<file path="config.mk">
export PLATFORM = sky130hd
export DESIGN_NAME = cfg_lut_cell
export DESIGN_NICKNAME = d
export VERILOG_FILES = /design/src/rtl/lut_cell_pkg.sv /design/src/rtl/lut_bit_store.sv /design/src/rtl/lut_tap_mux.sv /design/src/rtl/lut_out_stage.sv /design/src/rtl/cfg_lut_cell.sv
export SDC_FILE = /design/constraint.sdc
export NUM_CORES = 1
export LEC_CHECK = 0
export ABC_AREA = 1
export BUFFER_PORTS_ARGS = -buffer_cell sky130_fd_sc_hd__buf_2
export CORE_MARGIN = 2
export CORE_UTILIZATION = 40
export CTS_CLUSTER_DIAMETER = 100
export DETAILED_ROUTE_END_ITERATION = 6
export PLACE_DENSITY_LB_ADDON = 0.1
export SYNTH_ARGS = -nofsm -noshare
export SYNTH_HDL_FRONTEND = slang
export SYNTH_SLANG_ARGS = --single-unit
</file>
<file path="constraint.sdc">
create_clock -name clk -period 1 [get_ports clk]
set_input_delay 0.15 -clock clk [delete_from_list [all_inputs] [get_ports clk]]
set_output_delay 0.15 -clock clk [all_outputs]
set_load 0.02 [all_outputs]
</file>
<file path="src/rtl/lut_cell_pkg.sv">
package lut_cell_pkg;

  localparam int LUT_ADDR_W = 4;

  typedef enum logic [1:0] {
    OP_HOLD  = 2'd0,
    OP_LOAD  = 2'd1,
    OP_SHIFT = 2'd2
  } store_op_e;

  // A parallel write outranks a shift; a shift needs both mode and enable.
  function automatic store_op_e decode_op(input logic load,
                                          input logic mode,
                                          input logic en);
    if (load)             return OP_LOAD;
    else if (mode && en)  return OP_SHIFT;
    else                  return OP_HOLD;
  endfunction

endpackage

</file>
<file path="src/rtl/lut_bit_store.sv">
module lut_bit_store
  import lut_cell_pkg::*;
#(
  parameter int DEPTH = 16
) (
  input  logic             clk,
  input  logic             rst,
  input  store_op_e        op,
  input  logic             ser_in,
  input  logic [DEPTH-1:0] cfg_data,
  output logic [DEPTH-1:0] store_q
);

  always_ff @(posedge clk) begin
    if (rst) begin
      store_q <= '0;
    end else begin
      unique case (op)
        OP_LOAD:  store_q <= cfg_data;
        OP_SHIFT: store_q <= {store_q[DEPTH-2:0], ser_in};
        default:  store_q <= store_q;
      endcase
    end
  end

endmodule

</file>
<file path="src/rtl/lut_tap_mux.sv">
module lut_tap_mux #(
  parameter int ADDR_W = 4,
  localparam int DEPTH = 1 << ADDR_W
) (
  input  logic [DEPTH-1:0]  leaves,
  input  logic [ADDR_W-1:0] sel,
  output logic              picked
);

  // Level 0 holds the leaves; level d halves level d-1 using sel[d-1].
  for (genvar d = 0; d <= ADDR_W; d++) begin : g_lvl
    logic [(DEPTH >> d)-1:0] v;
    if (d == 0) begin : g_leaf
      assign v = leaves;
    end else begin : g_node
      for (genvar j = 0; j < (DEPTH >> d); j++) begin : g_j
        assign v[j] = sel[d-1] ? g_lvl[d-1].v[2*j+1] : g_lvl[d-1].v[2*j];
      end
    end
  end

  assign picked = g_lvl[ADDR_W].v[0];

endmodule

</file>
<file path="src/rtl/lut_out_stage.sv">
module lut_out_stage (
  input  logic clk,
  input  logic rst,
  input  logic comb_bit,
  input  logic reg_sel,
  output logic q_reg,
  output logic out_bit
);

  always_ff @(posedge clk) begin
    if (rst) q_reg <= 1'b0;
    else     q_reg <= comb_bit;
  end

  assign out_bit = reg_sel ? q_reg : comb_bit;

endmodule

</file>
<file path="src/rtl/cfg_lut_cell.sv">
module cfg_lut_cell
  import lut_cell_pkg::*;
#(
  parameter int ADDR_W = LUT_ADDR_W,
  localparam int DEPTH = 1 << ADDR_W
) (
  input  logic              clk,
  input  logic              rst,
  input  logic              cfg_load,
  input  logic [DEPTH-1:0]  cfg_data,
  input  logic              shift_mode,
  input  logic              shift_en,
  input  logic              ser_in,
  input  logic [ADDR_W-1:0] sel,
  input  logic              reg_sel,
  output logic              lut_out,
  output logic              cascade_out
);

  store_op_e        op;
  logic [DEPTH-1:0] store_bits;
  logic             comb_bit;
  logic             q_reg;
  logic             shift_fire;
  logic             load_fire;

  assign op         = decode_op(cfg_load, shift_mode, shift_en);
  assign shift_fire = (op == OP_SHIFT);
  assign load_fire  = (op == OP_LOAD);

  lut_bit_store #(.DEPTH(DEPTH)) u_store (
    .clk      (clk),
    .rst      (rst),
    .op       (op),
    .ser_in   (ser_in),
    .cfg_data (cfg_data),
    .store_q  (store_bits)
  );

  lut_tap_mux #(.ADDR_W(ADDR_W)) u_mux (
    .leaves (store_bits),
    .sel    (sel),
    .picked (comb_bit)
  );

  lut_out_stage u_out (
    .clk      (clk),
    .rst      (rst),
    .comb_bit (comb_bit),
    .reg_sel  (reg_sel),
    .q_reg    (q_reg),
    .out_bit  (lut_out)
  );

  assign cascade_out = store_bits[DEPTH-1];

endmodule

</file>
==> results, run 1 <==
- The run finished, with violations left.
- The final reports fail on setup timing.
- The wire length of the first global-routing pass is 4209 um.
- The count of final hold-check violations is 0.
- The routed via count divided by cell count is 4.749.
- Counting cells, the worst reg-to-reg path comes to 10.
- The count of nets left with antenna violations once routing finished came out at 0.
- The max-slew violation count came to 0.
- Dividing total power by cell area gives a power density of 1091 nW/um2.
- TritonCTS built the clock tree.
- The die area is 2770 um2.
- CTS placed an instance of clkbuf_4 at the clock tree root.
- The clock net sink count is 17.
- The critical setup path kind is reg2out.
- Tracing the worst setup path back leads to its startpoint at u_store.store_q[5]$_SDFFE_PP0P_.
- STA classifies the critical path endpoint as a primary output.
- The number of antenna violations at the first check in global routing is 0.
- The total of endpoints with negative setup slack in the final report is 3.
- A synthesized cell averages 6.523 um2.
- The number of different library cells used by synthesis comes to 16.
- In this run the most used layer during global routing was met2.
- The final routed DRC violation total is 0.
- The largest stage delay on the critical path is 340 ps.
- Data on the critical path is required at its endpoint by 850 ps.
- In this run the count of I/O pins placed on the die edge is 29.
- The count of flip-flops with a built-in enable after synthesis is 0.
- Counting I/O delays and the setup requirement, the final critical path takes 1426 ps.
- The worst min-delay path class is in2reg.
- The maximum fanout along the worst path is 2.
- The final critical-path share of the clock period is 1.426.
- The cell leakage power is 0.6741 nW.
- The worst hold slack is 103.9 ps.
- Counting flops and latches in the post-synthesis netlist gives 17.
- For this run, the register share of the synthesized area comes to 0.3598.
- The final design utilization is 0.6218.
- The share of Yosys cell area claimed by the top area cell type is 0.3598.
- The number of violations of the max-capacitance limit is 0.
- Synthesis produced a netlist whose cell count is 145.
- The wire length per cell after detailed routing is 10.72 um.
- The die is 52.63 um wide.
- STA classifies the critical path startpoint as a flop.
- At the later pin of the worst-skew pair, clock insertion delay measures 290 ps.
- Entering global routing, the biggest net connects 18 pins.
- The largest delay contributor family on the critical path is simple AND/OR/NAND/NOR gates.
- The number of global-route vias before repair is 1,040.
- The congestion estimate from routability-driven global placement came to 0.7798.
- The yosys synthesis warning count is 0.
- Detailed placement ended at an HPWL of 1630 um.
- The number of rows created at floorplan is 17.
- In this design, the critical path's most frequently occurring cell is nand2_1.
- For flop-to-flop paths, the worst setup slack is -330 ps.
- The worst-case setup margin in the final layout is -426.1 ps.
- Measured against its own limit, the worst slew margin works out to 0.7689.
- The core area is 2233 um2.
- In this run the number of H-tree levels came out at 1.
- The final net count is 227.
- The arrival time at the worst endpoint is 1280 ps.
- In the synthesized netlist, the cells that appear most often are 72 x nand2_1, 17 x dfxtp_1, 16 x inv_1.
- Sorting the synthesized cells by area gives the leading types as dfxtp_1 36%, nand2_1 29%, a31oi_1 9.9%, nand3_1 6.3%, inv_1 6.3%.
- The synthesis-to-finish area growth is 46.83%.
- For this run, asynchronously set or reset flops after synthesis account for 0.
- The critical path depth is 9.
- The end of the worst register-to-register path is u_out.q_reg$_SDFF_PP0_.
- The flip-flop cell with the highest count after synthesis is dfxtp_1.
- On the critical path, the stage with the largest delay is an instance of dfxtp_2.
- The netlist area before placement is 945.9 um2.
- The register with the most flip-flops in the layout has 16 of them.
- dfxtp_1 takes more of the synthesized area than any other cell.
- In the global route stage, met3 resource usage came out at 0.03714.
- The post-detailed-routing wire length is 2433 um.
- Across the VDD grid, the largest voltage drop is 0.7114 mV.
- The measured slew at the worst slew-check pin is 346.6 ps.
- The maximum clock rate is 701.2 MHz.
- The end point of the critical path is lut_out.
- The number of nets in the synthesized netlist is 172.
- The antenna diode instance count is 0.
- Across every metal layer, demand over resource in global routing totals 0.2020.
- Summed over all layers, the global routing overflow is 0.
- Port buffering added 28 buffers.
- The critical path goes through inv_1, nand2_1, nand3_1, nand3_1, nand3_2, nand2_1, nand2_1, nand2_2, buf_6.
- Between clock sinks in the finished design, the worst skew comes to 6.187 ps.
- The met2 usage is 0.3479.
- By instance count, the leading cell after synthesis is nand2_1.
- Setup repair after global routing could not meet its margin everywhere.
- The die extent in y is 52.63 um.
- The share of post-route cells with drive strength above 1 is 0.4472.
- The clock passes through at most 2 buffers.
- The worst reg2reg path startpoint is u_store.store_q[13]$_SDFFE_PP0P_.
- The detailed-route via count is 1,078.
- The first detailed-routing pass took 4 iterations.
- For this run, global-route usage on met1 was measured as 0.2517.
- TritonCTS created 3 clock buffers.
- The critical path buffer and inverter count is 2.
- For this block, the initial DRC count from the detailed router was 31.
- The clock-pin slew on the worst setup and hold paths is 110 ps.
- For this configuration, the core starts out at a cell density of 0.4235.
==> worst register-to-register path: stages (launching register included) <==
cell	delay [ps]
dfxtp_2	340
inv_1	40
nand2_1	50
nand3_1	70
nand3_1	100
nand3_2	70
buf_4	140
buf_4	120
buf_4	120
buf_4	120
a21oi_2	110
==> logic make-up (layout without fill, tap and decap cells) <==
kind of cell,count (synthesis),after routing,share of synthesized area
buffers and inverters,24,78,0.1283
flip-flops,17,17,0.3598
AO/OA/AOI/OAI,18,18,0.1349
AND/OR/NAND/NOR,86,86,0.3770
==> what timing repair did <==
item	in CTS	in global routing
buffers inserted	8	2
pin swaps	10	6
hold endpoints to repair	0	0
gates resized for setup	17	9
setup endpoints to repair	2	3
hold buffers	0	0
==> where the power goes <==
group / leakage (nW) / switching, mW / total (mW) / internal [mW]
clock: 0.0177 / 0.222 / 0.370 / 0.148
sequential: 0.146 / 0.0219 / 0.745 / 0.723
combinational: 0.510 / 0.192 / 0.400 / 0.208
total: 0.674 / 0.436 / 1.51 / 1.08
==> area by class of cell <==
type,instances,area (um2)
Fill cell,217,844.6
Tap cell,28,35.03
Inverter,17,66.31
Timing Repair Buffer,57,386.6
Clock inverter,1,5.005
Sequential cell,17,362.8
Multi-Input combinational cell,104,510.5
Clock buffer,3,22.52
==> metal layers <==
layer / share of wire / vias up
met3: 0.040 / 2
li1: - / 568
met5: 0 / -
met1: 0.48 / 484
met4: 0.0049 / 0
met2: 0.48 / 24
==> through the flow <==
step	setup WS [ps]	instance area, um2	setup TNS, ps	total power [mW]	cells
6_report	-426.1	1389	-767.7	1.515	227
5_1_grt	-515.6	1389	-963.5	1.619	227
4_1_cts	-428.1	1348	-769.9	1.511	225
3_5_place_dp	-202.6	1227	-202.6	1.083	213
3_3_place_gp	-176.2	1227	-176.2	1.078	213
2_1_floorplan	-17.47	952.2	-17.47	0.9345	145
==> worst min path at each step <==
stage                            start  cells past startpoint  slack [ps]                                to
after detailed placement   cfg_data[4]                      3         420   u_store.store_q[4]$_SDFFE_PP0P_
after floorplan           cfg_data[15]                      2         310  u_store.store_q[15]$_SDFFE_PP0P_
after global placement     cfg_data[5]                      3         420   u_store.store_q[5]$_SDFFE_PP0P_
final                      cfg_data[4]                      3         100   u_store.store_q[4]$_SDFFE_PP0P_
after CTS                  cfg_data[3]                      3         100   u_store.store_q[3]$_SDFFE_PP0P_
after global routing       cfg_data[7]                      3         100   u_store.store_q[7]$_SDFFE_PP0P_
==> cell usage in the layout (no fill, tap or decap), types with 2 or more instances in the layout <==
master    instances
a31oi_1          15
buf_2            26
buf_4            27
buf_6             3
clkbuf_4          3
dfxtp_2          15
inv_1            15
nand2_1          71
nand2_2           2
nand3_1           8
nand3_2           4
No activity file was read; power rests on OpenSTA's default activity.
==> inputs of run 2 (changes only) <==
GPL_TIMING_DRIVEN = 0   (was default)
==> run 2 against run 1 <==
  * Global-route usage down 1.8 points
  * Via count down 8.2%
  * Register-to-register slack better by 450 ps
  * Clock skew down 4.6 ps
  * Critical endpoint unchanged
  * Highest routed layer unchanged
  * Core utilization down 7.3 points
  * The run still ends with setup timing left
==> results, run 2 (synthesis gave the netlist of run 1 again) <==
- The number of buffers added by the clock tree synthesis step is 3 (unchanged).
- The startpoint of the worst setup timing path is u_store.store_q[3]$_SDFFE_PP0P_ (was u_store.store_q[5]$_SDFFE_PP0P_).
- Result of the run: complete, but fails checks (unchanged).
- The x dimension of the die is 52.63 um (unchanged).
- The detailed-route via count is 990 (was 1,078).
- The number of top-level pins came to 29 (unchanged).
- The maximum buffer depth of the clock tree is 2 (unchanged).
- The largest stage delay on the critical path came to 360 ps (was 340 ps).
- The routed via count divided by cell count was 4.714 (was 4.749).
- The max-slew violation count is 0 (unchanged).
- The die extent in y is 52.63 um (unchanged).
- The number of rows created at floorplan is 17 (unchanged).
- The core area was 2233 um2 (unchanged).
- The worst ir drop on vdd came to 0.6580 mV (was 0.7114 mV).
- The nature of the critical path endpoint is a primary output (unchanged).
- The number of nets with antenna violations after detailed routing is 0 (unchanged).
- Unrepaired setup endpoints after global routing: yes (unchanged).
- The most frequent standard cell in the layout excluding fill and tap cells is nand2_1 (unchanged).
- The startpoint type of the worst setup path is a flop (unchanged).
- The largest delay contributor family on the critical path is simple AND/OR/NAND/NOR gates (unchanged).
- The number of antenna violations at the first check in global routing is 0 (unchanged).
- The pin count of the biggest net entering global routing is 11 (was 18).
- The worst min-delay path class is in2reg (unchanged).
- The maximum fanout along the worst path is 3 (was 2).
- The total power consumption of the routed design is 1.425 mW (was 1.515 mW).
- Failing checks: setup timing (unchanged).
- The clock net sink count is 17 (unchanged).
- The number of DRC violations after detailed-routing iteration 0 came to 22 (was 31).
- The total routing usage reported by global routing is 0.1837 (was 0.2020).
- The post-detailed-placement half-perimeter wirelength came to 1566 um (was 1630 um).
- The total congestion overflow came to 0 (unchanged).
- The final net count came to 210 (was 227).
- The worst-case setup margin in the final layout is -411.1 ps (was -426.1 ps).
- The launch point of the worst hold path is cfg_data[9] (was cfg_data[4]).
- The critical path buffer and inverter count came to 1 (was 2).
- The number of H-tree branching levels is 1 (unchanged).
- The wire length per cell after detailed routing was 10.37 um (was 10.72 um).
- The number of global-route vias before repair was 924 (was 1,040).
- The final critical-path share of the clock period is 1.411 (was 1.426).
- Highest-count cells in the layout ignoring fill and taps: 71 x nand2_1, 25 x buf_2, 15 x a31oi_1, 15 x dfxtp_2, 14 x inv_1 (was 71 x nand2_1, 27 x buf_4, 26 x buf_2).
- The critical setup path kind is reg2out (unchanged).
- The final design utilization is 0.5490 (was 0.6218).
- The clock-pin slew on the worst setup and hold paths came to 90 ps (was 110 ps).
- The arrival time at the worst endpoint came to 1260 ps (was 1280 ps).
- The maximum clock rate came to 708.7 MHz (was 701.2 MHz).
- The wire length of the first global-routing pass was 3781 um (was 4209 um).
- The number of violations of the max-capacitance limit is 0 (unchanged).
- The number of detailed-routing iterations run before antenna repair came to 7 (was 4).
- The antenna diode instance count is 0 (unchanged).
- The synthesis-to-finish area growth came to 29.63% (was 46.83%).
- The maximum clock skew at final layout is 1.605 ps (was 6.187 ps).
- The final critical delay including setup and external delays was 1411 ps (was 1426 ps).
- The measured slew at the worst slew-check pin is 387.0 ps (was 346.6 ps).
- The count of final hold-check violations is 0 (unchanged).
- The total of endpoints with negative setup slack in the final report is 1 (was 3).
- The number of buffers inserted by hold repair at cts is 0 (unchanged).
- The latest clock arrival within the worst-skew pair is 290 ps (about the same).
- The final routed DRC violation total was 0 (unchanged).
- The cell with the most instances on the worst path is nand2_1 (unchanged).
- The root cell of the clock tree was clkbuf_4 (unchanged).
- The die area came to 2770 um2 (unchanged).
- The flip-flop count of the largest register, all copies and words added came to 16 (unchanged).
- The clock tree from TritonCTS is done (unchanged).
- The power per cell area is 1162 nW/um2 (was 1091 nW/um2).
- The total of buffers placed on input and output ports is 25 (was 28).
- The relative slew slack was 0.7420 (was 0.7689).
- The post-detailed-routing wire length is 2178 um (was 2433 um).
- The cell leakage power is 0.5745 nW (was 0.6741 nW).
- The routability congestion estimate was 0.8010 (was 0.7798).
- Cell breakdown of the critical path: nand2_1, nand2_1, nand2_1, nand3_1, nand3_1, nand2_1, nand2_1, nand2_2, buf_6 (was inv_1, nand2_1, nand3_1, nand3_1, nand3_2, nand2_1, nand2_1, nand2_2, buf_6).
- The worst reg2reg path startpoint is u_store.store_q[3]$_SDFFE_PP0P_ (was u_store.store_q[13]$_SDFFE_PP0P_).
- The share of post-route cells with drive strength above 1 was 0.3626 (was 0.4472).
- The slowest stage cell on the critical path is dfxtp_2 (unchanged).
- The starting density of the core is 0.4235 (unchanged).
- The required time reported for the critical path endpoint is 850 ps (about the same).
run 2: what timing repair did:
item,in CTS,in global routing
setup buffers,4,4
pin swaps,3,3
gates resized for setup,17,3
endpoints found under the setup margin,1,2
run 2: layout make-up:
type,instances,area (um2)
Inverter,17,66.31
Multi-Input combinational cell,104,486.7
Timing Repair Buffer,33,193.9
Fill cell,228,1007
Sequential cell,17,362.8
Tap cell,28,35.03
Clock buffer,4,26.28
Buffer,7,55.05
run 2: worst paths after layout:
| kind | endpoint | slack (ps) | cells past startpoint |
|---|---|---|---|
| worst min register to register | u_store.store_q[4]$_SDFFE_PP0P_ | 490 | 2 |
| worst max register to register | u_out.q_reg$_SDFF_PP0_ | 120 | 6 |
| worst max-delay path | lut_out | -410 | 9 |
| worst min-delay path | u_store.store_q[9]$_SDFFE_PP0P_ | 100 | 3 |
run 2: metrics by stage:
stage	area [um2]	cells	setup slack (ps)	hold WS (ps)	TNS (ps)
after floorplan	952.2	145	-17.47	308.5	-17.47
after global placement	1112	198	-176.0	416.8	-176.0
after detailed placement	1112	198	-180.2	421.2	-190.0
after CTS	1192	206	-422.4	91.36	-422.4
after global routing	1226	210	-523.4	93.09	-523.4
final	1226	210	-411.1	99.99	-411.1
run 2: layer usage:
layer	wire length (um)	GRT usage
met1	1067	0.2326
met2	940	0.2896
met3	123	0.03429
met4	46	0.1026
met5	0	0
run 2: worst reg2reg max path, stage by stage, from the launching register on:
cell,delay (ps)
dfxtp_2,360
nand2_1,50
nand2_1,60
nand2_1,50
nand3_1,70
nand3_1,90
a21oi_1,140
run 2: power breakdown:
| part | leakage, nW | internal, mW | switching, mW | total (mW) |
|---|---|---|---|---|
| Clock | 0.0150 | 0.155 | 0.213 | 0.369 |
| Combinational | 0.413 | 0.146 | 0.161 | 0.307 |
| Sequential | 0.146 | 0.723 | 0.0260 | 0.749 |
